<file path="src/rtl/rag_pkg.sv">
package rag_pkg;

    typedef enum logic [1:0] {
        PF_WORD   = 2'd0,
        PF_TRIPLE = 2'd1,
        PF_HALF   = 2'd2,
        PF_NIBBLE = 2'd3
    } pix_fmt_e;

    typedef enum logic [1:0] {
        ST_IDLE  = 2'd0,
        ST_ISSUE = 2'd1,
        ST_PAUSE = 2'd2
    } walk_state_e;

endpackage

</file>
<file path="src/rtl/rag_cfg_check.sv">
module rag_cfg_check
    import rag_pkg::*;
#(
    parameter int AW = 32,
    parameter int PW = 14,
    parameter int LW = 16
) (
    input  logic [AW-1:0] base,
    input  logic [PW-1:0] ppl,
    input  logic [LW-1:0] nlines,
    input  logic [PW-1:0] gap,
    input  pix_fmt_e      fmt,
    output logic          cfg_bad,
    output logic          cfg_empty,
    output logic [AW-1:0] stride
);
    localparam int SW = PW + 1;

    logic [SW-1:0] span;
    logic [AW-1:0] span_w;

    assign span   = {1'b0, ppl} + {1'b0, gap};
    assign span_w = AW'(span);

    // stride in bytes between first pixels of consecutive lines
    always_comb begin
        unique case (fmt)
            PF_WORD:   stride = span_w << 2;
            PF_TRIPLE: stride = (span_w << 1) + span_w;
            PF_HALF:   stride = span_w << 1;
            PF_NIBBLE: stride = span_w >> 1;
            default:   stride = span_w;
        endcase
    end

    always_comb begin
        unique case (fmt)
            PF_WORD:   cfg_bad = (base[1:0] != 2'b00);
            PF_HALF:   cfg_bad = base[0];
            PF_NIBBLE: cfg_bad = ppl[0] | gap[0];
            default:   cfg_bad = 1'b0;
        endcase
    end

    assign cfg_empty = (ppl == '0) || (nlines == '0);

endmodule

</file>
<file path="src/rtl/rag_walker.sv">
module rag_walker
    import rag_pkg::*;
#(
    parameter int AW = 32,
    parameter int PW = 14,
    parameter int LW = 16
) (
    input  logic          clk,
    input  logic          rst_n,
    input  logic          load,
    input  logic          fire,
    input  logic [AW-1:0] base,
    input  logic [AW-1:0] stride,
    input  logic [PW-1:0] ppl,
    input  logic [LW-1:0] nlines,
    input  logic [LW-1:0] wmark,
    input  pix_fmt_e      fmt,
    output logic [AW-1:0] addr,
    output logic          last_px,
    output logic          wm_hit
);
    logic [PW-1:0] ppl_q;
    logic [LW-1:0] nl_q;
    logic [LW-1:0] wm_q;
    logic [AW-1:0] stride_q;
    pix_fmt_e      fmt_q;
    logic [AW-1:0] line_q;
    logic [AW-1:0] cur_q;
    logic [PW-1:0] x_q;
    logic [LW-1:0] y_q;
    logic [AW-1:0] step;
    logic          eol;

    always_comb begin
        unique case (fmt_q)
            PF_WORD:   step = AW'(4);
            PF_TRIPLE: step = AW'(3);
            PF_HALF:   step = AW'(2);
            PF_NIBBLE: step = x_q[0] ? AW'(1) : AW'(0);
            default:   step = AW'(0);
        endcase
    end

    assign eol     = (x_q == ppl_q - PW'(1));
    assign last_px = eol && (y_q == nl_q - LW'(1));
    assign wm_hit  = fire && eol &&
                     (({1'b0, y_q} + (LW+1)'(1)) == {1'b0, wm_q});
    assign addr    = cur_q;

    always_ff @(posedge clk) begin
        if (!rst_n) begin
            ppl_q    <= '0;
            nl_q     <= '0;
            wm_q     <= '0;
            stride_q <= '0;
            fmt_q    <= PF_WORD;
            line_q   <= '0;
            cur_q    <= '0;
            x_q      <= '0;
            y_q      <= '0;
        end else if (load) begin
            ppl_q    <= ppl;
            nl_q     <= nlines;
            wm_q     <= wmark;
            stride_q <= stride;
            fmt_q    <= fmt;
            line_q   <= base;
            cur_q    <= base;
            x_q      <= '0;
            y_q      <= '0;
        end else if (fire) begin
            if (eol) begin
                x_q    <= '0;
                y_q    <= y_q + LW'(1);
                line_q <= line_q + stride_q;
                cur_q  <= line_q + stride_q;
            end else begin
                x_q   <= x_q + PW'(1);
                cur_q <= cur_q + step;
            end
        end
    end

    // inside a line, 4-byte pixels advance by exactly four
    assert_word_step_R2: assert property (@(posedge clk) disable iff (!rst_n)
        fire && !eol && (fmt_q == PF_WORD) |=> addr == $past(addr) + AW'(4));

    // first pixel of a nibble pair keeps the same byte address
    assert_nibble_pair_R4: assert property (@(posedge clk) disable iff (!rst_n)
        fire && !eol && (fmt_q == PF_NIBBLE) && !x_q[0] |=> $stable(addr));

endmodule

</file>
<file path="src/rtl/rag_ctrl_fsm.sv">
module rag_ctrl_fsm
    import rag_pkg::*;
(
    input  logic       clk,
    input  logic       rst_n,
    input  logic       start_req,
    input  logic       susp_set,
    input  logic       susp_clr,
    input  logic       abort_req,
    input  logic [2:0] flag_clr,
    input  logic       cfg_bad,
    input  logic       cfg_empty,
    input  logic       addr_ready,
    input  logic       last_px,
    input  logic       wm_hit,
    output logic       load,
    output logic       fire,
    output logic       addr_valid,
    output logic       busy,
    output logic       paused,
    output logic       done_flag,
    output logic       wmark_flag,
    output logic       cfg_err_flag
);
    walk_state_e state_q, state_d;
    logic        susp_q;
    logic        done_q, wm_q, err_q;
    logic        start_ok, start_empty, start_bad;

    assign start_bad   = (state_q == ST_IDLE) && start_req && cfg_bad;
    assign start_empty = (state_q == ST_IDLE) && start_req && !cfg_bad && cfg_empty;
    assign start_ok    = (state_q == ST_IDLE) && start_req && !cfg_bad && !cfg_empty;

    // state register
    always_ff @(posedge clk) begin
        if (!rst_n) state_q <= ST_IDLE;
        else        state_q <= state_d;
    end

    // next state
    always_comb begin
        state_d = state_q;
        unique case (state_q)
            ST_IDLE: begin
                if (start_ok) state_d = ST_ISSUE;
            end
            ST_ISSUE: begin
                if (abort_req)             state_d = ST_IDLE;
                else if (fire && last_px)  state_d = ST_IDLE;
                else if (fire && susp_q)   state_d = ST_PAUSE;
            end
            ST_PAUSE: begin
                if (abort_req)    state_d = ST_IDLE;
                else if (!susp_q) state_d = ST_ISSUE;
            end
            default: state_d = ST_IDLE;
        endcase
    end

    // outputs
    always_comb begin
        addr_valid = (state_q == ST_ISSUE) && !abort_req;
        fire       = addr_valid && addr_ready;
        load       = start_ok;
        busy       = (state_q != ST_IDLE);
        paused     = susp_q;
        done_flag  = done_q;
        wmark_flag = wm_q;
        cfg_err_flag = err_q;
    end

    always_ff @(posedge clk) begin
        if (!rst_n) begin
            susp_q <= 1'b0;
            done_q <= 1'b0;
            wm_q   <= 1'b0;
            err_q  <= 1'b0;
        end else begin
            if (state_d == ST_IDLE) susp_q <= 1'b0;
            else if (susp_set)      susp_q <= 1'b1;
            else if (susp_clr)      susp_q <= 1'b0;

            if ((fire && last_px) || start_empty) done_q <= 1'b1;
            else if (flag_clr[0])                 done_q <= 1'b0;

            if (wm_hit)            wm_q <= 1'b1;
            else if (flag_clr[1])  wm_q <= 1'b0;

            if (start_bad)         err_q <= 1'b1;
            else if (flag_clr[2])  err_q <= 1'b0;
        end
    end

    assert_cfg_err_R5: assert property (@(posedge clk) disable iff (!rst_n)
        start_bad |=> cfg_err_flag && !busy);

    assert_empty_done_R6: assert property (@(posedge clk) disable iff (!rst_n)
        start_empty |=> done_flag && !busy);

    assert_last_done_R7: assert property (@(posedge clk) disable iff (!rst_n)
        fire && last_px |=> done_flag && !busy);

    assert_abort_idle_R11: assert property (@(posedge clk) disable iff (!rst_n)
        busy && abort_req |=> !busy && !paused);

    assert_susp_autoclear_R10: assert property (@(posedge clk) disable iff (!rst_n)
        busy && (state_d == ST_IDLE) |=> !paused);

endmodule

</file>
<file path="src/rtl/rect_addr_gen.sv">
module rect_addr_gen
    import rag_pkg::*;
#(
    parameter int AW = 32,
    parameter int PW = 14,
    parameter int LW = 16
) (
    input  logic          clk,
    input  logic          rst_n,
    input  logic [AW-1:0] cfg_base,
    input  logic [PW-1:0] cfg_ppl,
    input  logic [LW-1:0] cfg_lines,
    input  logic [PW-1:0] cfg_gap,
    input  logic [1:0]    cfg_fmt,
    input  logic [LW-1:0] cfg_wmark,
    input  logic          start_req,
    input  logic          susp_set,
    input  logic          susp_clr,
    input  logic          abort_req,
    input  logic [2:0]    flag_clr,
    output logic          addr_valid,
    input  logic          addr_ready,
    output logic [AW-1:0] addr,
    output logic          busy,
    output logic          paused,
    output logic          done_flag,
    output logic          wmark_flag,
    output logic          cfg_err_flag
);
    pix_fmt_e      fmt_in;
    logic          cfg_bad, cfg_empty;
    logic [AW-1:0] stride;
    logic          load, fire, last_px, wm_hit;

    assign fmt_in = pix_fmt_e'(cfg_fmt);

    rag_cfg_check #(.AW(AW), .PW(PW), .LW(LW)) u_check (
        .base      (cfg_base),
        .ppl       (cfg_ppl),
        .nlines    (cfg_lines),
        .gap       (cfg_gap),
        .fmt       (fmt_in),
        .cfg_bad   (cfg_bad),
        .cfg_empty (cfg_empty),
        .stride    (stride)
    );

    rag_walker #(.AW(AW), .PW(PW), .LW(LW)) u_walk (
        .clk     (clk),
        .rst_n   (rst_n),
        .load    (load),
        .fire    (fire),
        .base    (cfg_base),
        .stride  (stride),
        .ppl     (cfg_ppl),
        .nlines  (cfg_lines),
        .wmark   (cfg_wmark),
        .fmt     (fmt_in),
        .addr    (addr),
        .last_px (last_px),
        .wm_hit  (wm_hit)
    );

    rag_ctrl_fsm u_fsm (
        .clk          (clk),
        .rst_n        (rst_n),
        .start_req    (start_req),
        .susp_set     (susp_set),
        .susp_clr     (susp_clr),
        .abort_req    (abort_req),
        .flag_clr     (flag_clr),
        .cfg_bad      (cfg_bad),
        .cfg_empty    (cfg_empty),
        .addr_ready   (addr_ready),
        .last_px      (last_px),
        .wm_hit       (wm_hit),
        .load         (load),
        .fire         (fire),
        .addr_valid   (addr_valid),
        .busy         (busy),
        .paused       (paused),
        .done_flag    (done_flag),
        .wmark_flag   (wmark_flag),
        .cfg_err_flag (cfg_err_flag)
    );

    // an offered address is held until taken or aborted
    assert_valid_hold_R13: assert property (@(posedge clk) disable iff (!rst_n)
        addr_valid && !addr_ready |=> abort_req || (addr_valid && $stable(addr)));

    // no address is offered while idle
    assert_idle_quiet_R1: assert property (@(posedge clk) disable iff (!rst_n)
        !busy |-> !addr_valid);

endmodule

</file>
<file path="config.mk">
export PLATFORM = sky130hd
export DESIGN_NAME = rect_addr_gen
export DESIGN_NICKNAME = d
export VERILOG_FILES = /design/src/rtl/rag_pkg.sv /design/src/rtl/rag_cfg_check.sv /design/src/rtl/rag_walker.sv /design/src/rtl/rag_ctrl_fsm.sv /design/src/rtl/rect_addr_gen.sv
export SDC_FILE = /design/constraint.sdc
export NUM_CORES = 1
export LEC_CHECK = 0
export BUFFER_PORTS_ARGS = -buffer_cell sky130_fd_sc_hd__buf_4
export CORE_ASPECT_RATIO = 0.75
export CORE_UTILIZATION = 40
export DETAILED_ROUTE_END_ITERATION = 7
export GPL_TIMING_DRIVEN = 0
export HOLD_SLACK_MARGIN = 0.15
export PLACE_DENSITY = 0.62
export SKIP_CTS_REPAIR_TIMING = 1
export SYNTH_ARGS = -nofsm -noshare
export SYNTH_HDL_FRONTEND = slang
export SYNTH_HIERARCHICAL = 1
export SYNTH_SLANG_ARGS = --single-unit
</file>
<file path="constraint.sdc">
create_clock -name clk -period 11.4 [get_ports clk]
set_clock_uncertainty 0.1 [all_clocks]
set_input_delay 2.85 -clock clk [delete_from_list [all_inputs] [get_ports clk]]
set_output_delay 2.85 -clock clk [all_outputs]
set_load 0.005 [all_outputs]
</file>
Word-level counts from Yosys, hierarchy flattened
Index checks and enable logic that the tools add are counted.

word-level totals
  register bits after elaboration = 180
  latch bits = 0
  bits in writable memories = 0
  memory bits (read-only) = 0
  input bits = 104
  output and inout port bits = 38
  logic and storage cells = 97
  memories = 0

cells by class
  $add $sub $neg = 9
  multipliers = 0
  div/mod/pow operators = 0
  $lt $le $gt $ge = 0
  equality and inequality tests = 11
  shift operators = 0
  multiplexer cells = 26
  bitwise logic cells = 2
  reductions and logical operators = 35

operator list
  cell                                                  number
  one-hot mux 32 bit (4 select lines)                   2
  two-way mux 32 bit                                    6
  adder 32 bit                                          2
  adder 16 x 1 -> 17 bit (second input constant)        1
  adder 16 x 15 -> 17 bit                               1
  equality test 17 x 16 -> 1 bit                        1
  adder 16 x 1 -> 16 bit (second input constant)        1
  equality test 16 bit                                  1
  logical NOT 16 bit                                    1
  nonzero test 2 bit                                    8
  subtractor 16 x 1 -> 16 bit (second input constant)   1
  adder 14 x 14 -> 15 bit                               1
  adder 14 x 1 -> 14 bit (second input constant)        1
  equality test 14 bit                                  1
  logical NOT 14 bit                                    1
  two-way mux 14 bit                                    1
  subtractor 14 x 1 -> 14 bit (second input constant)   1
  logical AND 1 bit                                     12
  two-way mux 2 bit                                     6
  equality test 2 bit (second input constant)           5
  two-way mux 1 bit                                     9
  logical NOT 2 bit                                     4
  equality test 2 x 1 -> 1 bit (second input constant)  3
  one-hot mux 2 bit (3 select lines)                    1
  other kinds (7)                                       12

Depth between registers and ports, before layout
Gate-level depths: netlist (run 1).

  depth in word-level cells = 10
  mapped depth = 17
  depth with buffers taken out = 17

By module
Netlist (run 1), hierarchy kept.

by module, submodules not included
  module         times used  cells an instance  area each (sq um)  seq. area each (sq um)
  rag_walker     1           1230               10143.5            3483.3
  rag_cfg_check  1           256                2035.7             0.0
  rag_ctrl_fsm   1           38                 375.4              120.1

Least setup slack after synthesis (run 1)
No wires, ideal clock.

  path kind = input-to-reg
  start = input port cfg_ppl[0]
  end = register u_walk.stride_q[15]
  setup time = 128 ps
  arrival time = 6187 ps
  required time = 11172 ps
  setup slack = 4985 ps
  stages on the path = 17
  path buffers = 0
  path through = ha_1 fa_1 a211oi_2 o211ai_2 a21oi_1 o21bai_1 a31o_2 xor2_1 ha_1 a21o_1 a21oi_1 nand2_1 o31ai_2 xnor2_1 a221o_1 mux2i_1 nor2_1

between the ends
  elaborated cells between the ends (all ways) = 11
  classes of those cells = add/sub: 2; mux: 2; bitwise: 1; reduce/logical: 6

RTL lines
  item                                   line                 source
  from (decl)                            rect_addr_gen.sv:11  input logic [PW-1:0] cfg_ppl,
  adder 14 x 14 -> 15 bit *              rag_cfg_check.sv:22  assign span = {1'b0, ppl} + {1'b0, gap};
  adder 16 x 15 -> 17 bit                rag_cfg_check.sv:29  PF_TRIPLE: stride = (span_w << 1) + span_w;
  one-hot mux 32 bit (4 select lines) *  rag_cfg_check.sv:27  unique case (fmt)
  net stride[15]                         rect_addr_gen.sv:32  logic [AW-1:0] stride;
  to (signal assigned)                   rag_walker.sv:65     stride_q <= stride;
  to (decl)                              rag_walker.sv:25     logic [AW-1:0] stride_q;

Mark *: on every way through the listed nets, which the timed path passes. The rest lies on a longest branch. The select of a mux whose other input is x is not followed.
A chain may end at the register's enable or synchronous reset.

Worst setup path after layout (run 1)
  start = input port cfg_fmt[1]
  end = register u_walk.stride_q[31]

between the ends
  word-level cells in the longest chain between the ends = 5
  elaborated cells between the ends (all ways) = 7
  classes of those cells = eq/ne: 2; mux: 1; reduce/logical: 4

RTL lines
  item                                                      line                 source
  from (decl)                                               rect_addr_gen.sv:14  input logic [1:0] cfg_fmt,
  equality test 2 bit or logical NOT 2 bit (tied branches)  rag_cfg_check.sv:37  unique case (fmt)
  one-hot mux 1 bit (3 select lines) *                      rag_cfg_check.sv:37
  net cfg_bad                                               rect_addr_gen.sv:31  logic cfg_bad, cfg_empty;
  logical NOT 1 bit *                                       rag_ctrl_fsm.sv:32   assign start_ok = (state_q == ST_IDLE) && start_req && !cfg_bad && !cfg_empty;
  logical AND 1 bit * (2 in a row)                          rag_ctrl_fsm.sv:32
  net load                                                  rect_addr_gen.sv:33  logic load, fire, last_px, wm_hit;

Mark *: on every way through the listed nets, which the timed path passes. The rest lies on a longest branch.

==> impl_metrics.json, run 1 <==
{
  "layout_min_cycle_time_ps": 6910,
  "ant_nets": 0,
  "gp_congestion": 0.992,
  "cp_max_fo": 10,
  "nets": 1875,
  "synthToLayoutAreaGrowth_pct": 17.2,
  "utilization_pct": 48.3,
  "maxCapViolCount": 0,
  "synth_common_cells": "180 x dfxtp_1, 178 x nor2_1, 130 x nand2_1",
  "worstHoldStart": "u_walk/line_q[22]",
  "hold_violations": 0,
  "initial_core_util_pct": 41.2,
  "tightest_slew_ps": 1340,
  "clk_pin_slew_ps": 70,
  "synthTopCellsByArea": "dfxtp_1 29%, mux2i_1 7.1%, ha_1 6.9%",
  "async_flop_share_pct": 0,
  "critPathKind": "in2reg",
  "yosys.area.top_type": "dfxtp_1",
  "die_w_um": 207,
  "critPathLaunchType": "input port",
  "power_density_nw_per_um2": 126,
  "synth_cells": 1524,
  "tritoncts.num_buffers": 17,
  "viasPerCell": 5.74,
  "syn_area_per_cell_um2": 8.24,
  "overflow": 0,
  "end_kind": "register",
  "critPathArrivalTime_ps": 7110,
  "route.vias.total": 12102,
  "cts.htree.levels": 4,
  "grt_pass1_wl_mm": 64.6,
  "ios": 142,
  "cts.sink_count": 180,
  "wl_per_cell_um": 19.9,
  "synth_edf_count": 0,
  "die_area_um2": 32100,
  "antenna_found_initial": 0,
  "vdd_drop_max_v": 0.0000864,
  "startpoint": "cfg_fmt[1]",
  "wirelength_mm": 41.9,
  "drt_iter0_drc": 1197,
  "finalSetupViolCount": 0,
  "relSlewSlack_pct": 10.1,
  "port_buffers": 141,
  "num_rows": 55,
  "yosys_warnings": 6,
  "cts_root_buffer": "clkbuf_16",
  "grt_max_degree": 17,
  "hold_path.class": "reg2reg",
  "rsz0062_at_grt": "false",
  "r2r_start": "u_walk/ppl_q[7]",
  "seq_area_frac_synth_pct": 28.7,
  "worstPathRequired_ps": 11600,
  "hpwl_mm": 32.3,
  "tns_ps": 0,
  "layout-drive-gt1-share_pct": 13.8,
  "core_um2": 30500,
  "insertion_delay_ps": 440,
  "clockBufferDepth": 2,
  "outcome": "finished with violations",
  "first_pass_iters": 7,
  "violations": "DRC",
  "synthFlopType": "dfxtp_1",
  "leakagePower_nw": 6.06,
  "slew_violations": 0,
  "fin_crit_sh_pct": 60.6,
  "fmax_mhz": 145,
  "synth_most_common_cell": "dfxtp_1",
  "fill_cells": 2994,
  "fp.dieH_um": 155,
  "grt_pass1_vias": 11142,
  "grt_util_all_layers_pct": 26.5,
  "diodes": 0,
  "synth.distinct_cells": 95,
  "yosysTopAreaCellShare_pct": 28.7,
  "drcViolationCount": 9,
  "cts_tree": "built",
  "ys_ff_latch": 180,
  "syn_area_um2": 12600
}
## report_power, final
group          total (mW)  switching (mW)  internal (mW)  leakage [nW]
registers           0.706          0.0397          0.666          1.47
logic               0.566           0.315          0.251          4.34
clock network       0.575           0.256          0.319         0.258
total                1.85           0.611           1.24          6.06
## flip-flops by register name, summed over array words and instances, names as in the netlist
name and count:
u_walk/addr 32, u_fsm/cfg_err_flag 1, u_walk/y_q 16, u_fsm/done_flag 1
u_walk/fmt_q 2, u_fsm/wmark_flag 1, u_fsm/paused 1, u_walk/line_q 32
u_fsm/state_q 2, u_walk/nl_q 16, u_walk/x_q 14, u_walk/ppl_q 14
u_walk/stride_q 32, u_walk/wm_q 16
## per-stage QoR
step / hold slack (ps) / total power [mW] / area, um^2 / std cells / setup WS (ps)
after CTS: 353 / 1.85 / 14700 / 2107 / 4600
final: 356 / 1.85 / 14700 / 2107 / 4490
after global placement: 335 / 1.27 / 14200 / 2078 / 4170
after detailed placement: 342 / 1.28 / 14200 / 2078 / 4140
after global routing: 379 / 1.95 / 14700 / 2107 / 4340
after floorplan: 320 / 1.11 / 12600 / 1538 / 4990
## critical path, stage by stage
cell	delay (ps)
buf_4	120
clkbuf_1	240
buf_1	320
nand2_1	250
o22ai_1	230
nor4b_4	280
nand2b_1	160
inv_1	190
clkbuf_1	570
clkbuf_1	820
clkbuf_1	720
mux2i_1	280
nor2_1	50
## routing by layer
metal	share of wire, %	track usage (%)	up-vias
met5	0	0	-
met4	1.4	5.57	0
met3	9.0	5.51	41
met2	42	39.2	469
met1	48	38.9	5748
li1	-	-	5844
## worst paths after layout
check	slack, ps	depth (start not counted)	endpoint
max	4490	13	u_walk/stride_q[31]
min	360	2	u_walk/line_q[22]
max reg2reg	7120	8	u_walk/addr[15]
min reg2reg	360	2	u_walk/line_q[22]
## cell usage in the layout, fill, tap and decap left out, types with 6 or more instances in the layout
cell	netlist	layout
nand4_1	25	25
o21bai_1	7	7
nand2b_1	7	7
a21oi_1	98	98
and2_1	6	6
conb_1	1	15
buf_1	8	8
nor2_1	178	178
o211ai_1	16	16
a31oi_1	19	19
ha_1	69	69
mux2i_1	89	89
clkbuf_16	0	17
inv_1	36	36
nor3b_1	9	9
nand2_1	130	130
a211o_1	8	8
nand3_1	39	39
xor2_1	67	67
buf_2	7	7
o22ai_1	9	9
o31ai_1	6	6
clkbuf_1	49	52
nor3_1	34	34
nor2b_1	11	11
dfxtp_1	180	180
a22oi_1	21	21
xnor2_1	80	80
nor4_1	16	16
o211a_1	6	6
and3_1	22	22
a21o_1	22	22
a211oi_1	13	13
o21ai_0	93	93
o21a_1	8	8
buf_4	17	158
## cell type report
type                       instances  area, um^2  area share (%)
multi-input combinational       1234        8450            57.4
sequential                       180        3600            24.5
timing repair buffer             141        1060            7.20
tap                              399         499            3.39
clock buffer                      20         437            2.97
buffer                            83         399            2.71
inverter                          41         154            1.05
clock inverter                     9         110           0.748
## cell families after synthesis
logic type,synth area share [%]
buffers and inverters,4.40
flip-flops,28.7
XOR/XNOR,10.4
AND/OR/NAND/NOR,19.8
multiplexers,8.47
adder cells (fa/ha/maj),7.51
other,0.0299
AO/OA/AOI/OAI,20.7
Power figures use the tool's default switching activity.
==> run 2, diff against run 1 <==
- ABC_AREA: default -> 1
- PLACE_DENSITY: 0.62 -> 0.64
- clock period: 11.4 -> 5.8 ns (I/O delays scaled with it)
==> run 2 against run 1 <==
The flow now finishes without violations. Clock-buffer cell count down 2. Die area grew 17%. Final cell count is 47% higher. Largest power group unchanged.
==> impl_metrics.json, run 2 <==
{
  "worstRegToRegCells": 11,
  "hold_violations": 0,
  "critPathArrivalTime_ps": 5260,
  "grt_max_degree": 17,
  "final_common_cell": "nand2_1",
  "final_cell_mix": "702 x nand2_1, 325 x nor2_1, 292 x inv_1, 180 x dfxtp_1, 170 x nand3_1",
  "leakagePower_nw": 8.49,
  "placed_cells": 3066,
  "diodes": 0,
  "drcViolationCount": 0,
  "ios": 142,
  "syn_area_um2": 14700,
  "num_rows": 60,
  "outcome": "completed",
  "fmax_mhz": 202,
  "seq_area_frac_synth_pct": 24.6,
  "vdd_drop_max_v": 0.000203,
  "clk_pin_slew_ps": 70,
  "port_buffers": 141,
  "hpwl_mm": 44.7,
  "critPathKind": "in2reg",
  "tightest_slew_ps": 1040,
  "route.vias.total": 16447,
  "rsz0062_at_grt": "false",
  "ant_nets": 0,
  "end_kind": "register",
  "tns_ps": 0,
  "worstPathRequired_ps": 6100,
  "syn_area_per_cell_um2": 6.00,
  "synthToLayoutAreaGrowth_pct": 15.3,
  "synthTopCellsByArea": "dfxtp_1 25%, nand2_1 18%, nor2_1 8.3%",
  "cts_tree": "built",
  "yosysTopAreaCellShare_pct": 24.6,
  "combPwrFrac_pct": 32.6,
  "regToRegEndpoint": "u_walk/x_q[6]",
  "clockBufferDepth": 2,
  "cts_root_buffer": "clkbuf_16",
  "grt_busiest_layer": "met2",
  "nets": 2797,
  "initial_core_util_pct": 40.8,
  "p_sw_mw": 1.43,
  "fin_crit_sh_pct": 85.5,
  "grt_pass1_wl_mm": 84.3,
  "use_met2_pct": 45.1,
  "critPathLaunchType": "input port",
  "r2r_setup_slack_ps": 2330,
  "final-seq-area_um2": 3600,
  "die_w_um": 223,
  "relSlewSlack_pct": 30.3,
  "hold_path.class": "reg2reg",
  "whs_endpoint": "u_walk/line_q[0]",
  "cts.htree.levels": 4,
  "fp.dieH_um": 168,
  "stdcell_count": 3096,
  "placed_cell_area_um2": 16400,
  "power_density_nw_per_um2": 223,
  "synth_most_common_cell": "nand2_1",
  "layout_min_cycle_time_ps": 4960,
  "antenna_found_initial": 1,
  "synth_cells": 2446,
  "async_flop_share_pct": 0,
  "met1_usage_pct": 41.0,
  "tritoncts.num_buffers": 17,
  "multi_input_area_um2": 9580,
  "grt_util_all_layers_pct": 29.2,
  "r2r_start": "u_fsm/state_q[0]",
  "finalSetupViolCount": 0,
  "p_clk_share_pct": 30.3,
  "design_area_um2": 16900,
  "core_um2": 36000,
  "fill_cells": 3824,
  "first_pass_iters": 6,
  "synthFlopType": "dfxtp_1",
  "viasPerCell": 5.31,
  "holdPathStages": 2,
  "insertion_delay_ps": 450,
  "layout-drive-gt1-share_pct": 10.1,
  "p_int_mw": 2.33,
  "synth_common_cells": "702 x nand2_1, 325 x nor2_1, 292 x inv_1",
  "maxCapViolCount": 0,
  "power_frac_seq_pct": 37.0,
  "cp_max_fo": 10,
  "die_area_um2": 37400,
  "worstHoldStart": "u_walk/line_q[0]",
  "synth_edf_count": 0,
  "ys_ff_latch": 180,
  "overflow": 0,
  "yosys.area.top_type": "dfxtp_1",
  "power.total_mw": 3.77,
  "gp_congestion": 0.940,
  "drt_iter0_drc": 1483,
  "slew_violations": 0,
  "wirelength_mm": 54.7,
  "wl_per_cell_um": 17.7,
  "swShare_pct": 38.0,
  "grt_pass1_vias": 15137,
  "yosys_warnings": 6,
  "met3_usage_pct": 4.82,
  "synth.distinct_cells": 48,
  "cts.sink_count": 180
}
run 2: per-layer routing:
layer | vias to the layer above | share of wire (%) | wire length (um)
met1 | 7542 | 47 | 25500
met5 | - | 0 | 0
met2 | 644 | 42 | 23200
met3 | 81 | 8.1 | 4430
met4 | 0 | 2.8 | 1540
li1 | 8180 | - | -
run 2: final cells by class:
type                            instances  share of cell area (%)
Inverter                              299                    6.63
Clock inverter                         12                   0.754
Buffer                                 85                    2.43
Clock buffer                           18                    2.54
Timing Repair Buffer                  141                    6.26
Tap cell                              465                    3.44
Multi-Input combinational cell       1896                    56.7
Sequential cell                       180                    21.3
run 2: through the flow:
| step | hold WS, ps | util (%) | setup WS [ps] |
|---|---|---|---|
| 6_report | 373 | 47.0 | 839 |
| 5_1_grt | 390 | 47.0 | 708 |
| 4_1_cts | 370 | 47.0 | 1020 |
| 3_5_place_dp | 359 | 45.5 | 559 |
| 3_3_place_gp | 354 | 45.5 | 618 |
| 2_1_floorplan | 330 | - | 1510 |
run 2: logic make-up (layout without fill, tap and decap cells):
group / after synthesis / count (layout) / synth area share (%)
AND/OR/NAND/NOR: 1374 / 1374 / 40.2
buffers and inverters: 384 / 555 / 10.4
AO/OA/AOI/OAI: 344 / 344 / 12.8
flip-flops: 180 / 180 / 24.6
XOR/XNOR: 90 / 90 / 5.56
adder cells (fa/ha/maj): 73 / 73 / 6.43
other: 1 / 15 / 0.0256
run 2: critical path, cell delays in order:
cell and delay (ps):
buf_4 130, nand2_1 240, o22ai_1 510, inv_1 120, nand4_1 180, inv_1 60
clkbuf_1 340, clkbuf_1 330, nor2_1 850, nand2_1 340, inv_2 220, buf_2 300
nand3_1 110, inv_1 60
run 2: power by group through the flow:
stage | clock network (mW) | logic [mW] | registers (mW)
2_1_floorplan | 0 | 0.835 | 1.39
3_3_place_gp | 0 | 1.18 | 1.42
3_5_place_dp | 0 | 1.20 | 1.42
4_1_cts | 1.16 | 1.21 | 1.39
5_1_grt | 1.22 | 1.38 | 1.40
6_report | 1.14 | 1.23 | 1.40
run 2: how the worst max path moves through the flow:
stage                    start                   to  slack (ps)  cells after the start
floorplan           cfg_ppl[0]  u_walk/stride_q[13]        1510                     21
global placement    cfg_fmt[1]        u_walk/x_q[8]         620                     14
detailed placement  cfg_fmt[1]        u_walk/x_q[8]         560                     14
CTS                 cfg_fmt[1]        u_walk/x_q[8]        1020                     14
global route        cfg_fmt[1]        u_walk/x_q[6]         710                     14
finish              cfg_fmt[1]        u_walk/x_q[6]         840                     14
